`src/rtl/route_chain_walker.sv`:
```
module route_chain_walker #(
  parameter int AW  = 7,
  parameter int NCH = 32,
  localparam int CW = $clog2(NCH),
  localparam int WW = 2 * AW
) (
  input  logic          clk,
  input  logic          rst_n,
  input  logic          wr_en,
  input  logic          wr_sel,
  input  logic [AW-1:0] wr_addr,
  input  logic [WW-1:0] wr_data,
  output logic          wr_ready,
  input  logic          walk_req,
  input  logic [CW-1:0] walk_ch,
  output logic          busy,
  output logic          hop_valid,
  output logic [AW-1:0] hop_src,
  output logic [AW-1:0] hop_dst,
  output logic          done,
  output logic [AW:0]   hop_count,
  output logic          loop_err
);
  localparam int DEPTH = 1 << AW;
  localparam logic [WW-1:0] TERM = {WW{1'b1}};

  logic [WW-1:0] entry_q [NCH];
  logic [WW-1:0] next_q  [DEPTH];
  logic [WW-1:0] word_q;

  wire at_end   = (word_q == TERM);
  wire at_limit = (hop_count == (AW+1)'(DEPTH));

  assign wr_ready = !busy;

  always_ff @(posedge clk) begin
    if (!rst_n) begin
      for (int i = 0; i < NCH; i++) entry_q[i] <= TERM;
      for (int i = 0; i < DEPTH; i++) next_q[i] <= TERM;
      word_q    <= TERM;
      busy      <= 1'b0;
      hop_valid <= 1'b0;
      hop_src   <= '0;
      hop_dst   <= '0;
      done      <= 1'b0;
      hop_count <= '0;
      loop_err  <= 1'b0;
    end else begin
      hop_valid <= 1'b0;
      done      <= 1'b0;
      if (wr_en && !busy) begin
        if (wr_sel) next_q[wr_addr] <= wr_data;
        else        entry_q[wr_addr[CW-1:0]] <= wr_data;
      end
      if (!busy) begin
        if (walk_req) begin
          busy      <= 1'b1;
          word_q    <= entry_q[walk_ch];
          hop_count <= '0;
          loop_err  <= 1'b0;
        end
      end else if (at_end) begin
        busy <= 1'b0;
        done <= 1'b1;
      end else if (at_limit) begin
        busy     <= 1'b0;
        done     <= 1'b1;
        loop_err <= 1'b1;
      end else begin
        hop_valid <= 1'b1;
        hop_src   <= word_q[WW-1:AW];
        hop_dst   <= word_q[AW-1:0];
        hop_count <= hop_count + 1'b1;
        word_q    <= next_q[word_q[AW-1:0]];
      end
    end
  end
endmodule

```
`config.mk`:
```
export PLATFORM = sky130hd
export DESIGN_NAME = route_chain_walker
export DESIGN_NICKNAME = d
export VERILOG_FILES = /design/src/rtl/route_chain_walker.sv
export SDC_FILE = /design/constraint.sdc
export NUM_CORES = 2
export LEC_CHECK = 0
export BUFFER_PORTS_ARGS = -buffer_cell sky130_fd_sc_hd__buf_2
export CAP_MARGIN = 20
export CORE_MARGIN = 3
export CORE_UTILIZATION = 51
export DETAILED_ROUTE_END_ITERATION = 8
export PLACE_DENSITY = 0.69
export SLEW_MARGIN = 20
export SYNTH_ARGS = -nofsm -noshare
export SYNTH_HDL_FRONTEND = slang
export SYNTH_SLANG_ARGS = --single-unit
```
`constraint.sdc`:
```
create_clock -name clk -period 4.7 [get_ports clk]
set_clock_uncertainty 0.2 [all_clocks]
set_input_delay 0.705 -clock clk [delete_from_list [all_inputs] [get_ports clk]]
set_output_delay 0.705 -clock clk [all_outputs]
set_load 0.1 [all_outputs]
```
==> run metrics <==
I/O pin count 58; H-tree Lvls 4; simple-gate share of the synthesized area 0.158; final wirelength roughly 280 mm; Worst-path clk slew 0.06 ns; vias in the first global route 60800; Post-synth top flop edfxtp_1; commonest non-fill, non-tap cell in the layout edfxtp_1; gpl congestion between 0.9 and 1; final instance area roughly 120000 µm²; top cell type by total area after synthesis edfxtp_1; peak supply drop 378 µV; initial antenna violation count 15; Seq/Total Area, Yosys 0.653; Synth Area in Adders 0.000240; PortBufs 57; min-delay worst type in2reg; CP Data Required Time 5.26 ns; number of CTS-inserted buffers about 230; Die X 458 µm; worst slew pin tran 1.20 ns; Post-Synth XOR/XNOR Area 0.000420; Seq cells post-synth 2287; EDFF count, synth 2240; startpoint types register; gr usage total 0.270; Vias per Instance 6.32; Layout Area Growth over Synthesis 10.4%; Setup Fix Bufs, Post-CTS 0; Mapped Avg Cell Area 15.0 µm²; Max-Cap Viols 0; CTS Buffer Depth 3; die area between 200000 and 250000 µm²; TritonCTS clock tree built; Syn Inst Count approximately 7000; Worst R2R Path Depth 8; Async SR Flop Fraction 0; outcome finished clean; largest net degree at the start of global routing ~140; core area 203000 µm²; Routed Antenna Nets 0; Initial DRT Pass Iterations 6; Fmax achieved 0.236 GHz; CTS Hold Buffers Added 0; crit share post-route 0.903; post-synth top area share 0.644; Total Neg Setup Slack 0 ns; DR DRC count 0; Power Dens Cells about 380 nW/µm²; most frequent cells in the layout 2240 x edfxtp_1, 1051 x or2_2, 1026 x or3_1; share of cells above drive strength 1 0.346; Yosys cell types 56; CTS sink count 2287; main combinational cell family by area after synthesis simple AND/OR/NAND/NOR gates; synth warn 0; post-CTS resize count 0; clock root cell clkbuf_16; 1st-iter DRT viols 7825; Worst EP arrival 4.81 ns; Post-Syn Nets 7003; CP Capture Type register; Synth area leaders edfxtp_1 64%, mux4_2 12%, or2_2 6.3%; Compound-Gate Fraction of Synth Area 0.0230; first-pass GRT wire length 419 mm; Layout Nets roughly 6800; total grt overflow 0; Final setup viols 0; DP Area 108000 µm²; Row Count 165; post-DP HPWL 174 mm; Hold EP next_q[78][0]; initial core utilization 0.514; worst-path fanout max 33; Max transition margin 0.202; hold path depth 2; Worst Hold Launch wr_data[0]; Pwr Total 43500 µW; Clock Latency Late Sink 0.87 ns; Tmin final 4.24 ns; routed via count 61200; worst setup path class reg2reg; Avg WL per Cell 29.3 µm; unrepaired setup endpoints after global routing no; cell area after synthesis 104000 µm²; leak pwr 0.0285 µW; worst reg-to-reg setup slack 0.46 ns; fin util 0.568; Final Hold Fails 0; r2r endpoint word_q[9]; mux cell area share after synthesis 0.133; Die Height 458 µm; Slew Viols, Final 0
==> routing by layer <==
layer / GRT usage / part of all wire / up-vias
li1: - / - / 26000
met1: 0.369 / 0.38 / 31700
met5: 0 / 0 / -
met3: 0.0542 / 0.093 / 504
met4: 0.107 / 0.042 / 0
met2: 0.429 / 0.48 / 3017
==> power by group <==
group          switching, µW  internal [µW]
Clock                   7960          10000
Combinational           2230            741
Sequential               141          22400
Total                  10300          33100
==> critical path: stages (launching register included) <==
cell	delay [ns]
dfxtp_4	0.77
buf_12	0.34
buf_4	0.34
mux4_2	0.53
nor2_1	0.10
nor3_1	0.11
o41ai_1	0.91
nand3_1	0.47
o22a_1	0.28
==> cell usage after synthesis (9+ instances only) <==
master    number
a22oi_1       62
nand3_1       68
a211oi_1      28
buf_4         24
a21oi_1       30
o21ai_0      102
mux4_2       533
a221oi_1      14
mux2i_1       99
or2_2       1051
nor2b_1       13
mux2_2        78
dfxtp_1       47
nor3_1        51
or3_1       1026
edfxtp_1    2240
nor2_1       159
or2_1         72
clkbuf_1     637
nand2b_1     114
nand2_1      221
buf_2         97
o22a_1        12
buf_6         19
nand4_1        9
buf_1         11
o41ai_1       10
a22o_1        12
o21ai_1       12
o22ai_1       66
==> metrics by stage <==
step,setup WS (ns),instances,hold WS (ns)
after global placement,0.457,9250,0.273
after floorplan,0.862,6970,0.278
final,0.458,9689,0.107
after detailed placement,0.461,9250,0.289
after global routing,0.346,9684,0.0930
after CTS,0.455,9680,0.0463
==> logic make-up (layout without fill, tap and decap cells) <==
logic type               Yosys count  count (layout)
AO/OA/AOI/OAI                    366             366
XOR/XNOR                           5               5
adder cells (fa/ha/maj)            2               2
buffers and inverters            795             834
flip-flops                      2287            2287
multiplexers                     712             712
other                              0               8
AND/OR/NAND/NOR                 2803            2803
==> flip-flops by register name (all words and copies together), names as in the netlist, named ones only <==
| signal | cells |
|---|---|
| busy | 1 |
| done | 1 |
| entry_q | 448 |
| hop_count | 8 |
| hop_dst | 7 |
| hop_src | 7 |
| hop_valid | 1 |
| loop_err | 1 |
| next_q | 1792 |
| word_q | 14 |
==> cell type report <==
cell class              instances  area, µm²
fillers                     15500      87700
clock inverters               150       1320
repair buffers                397       3300
flip-flops and latches       2287      68200
well taps                    2672       3340
multi-input cells            3888      33000
diodes                          8       20.0
clock buffers                 280       6010
inverters                       7       26.3
==> worst max path at each step <==
stage                           to  slack (ns)  cells after the start  startpoint
finish                   word_q[9]        0.46                      8    register
global route             word_q[9]        0.35                      8    register
floorplan           next_q[107][0]        0.86                      7        busy
global placement         word_q[8]        0.46                      8    register
CTS                      word_q[9]        0.45                      8    register
detailed placement       word_q[9]        0.46                      8    register
(Power assumes the default switching activity.)
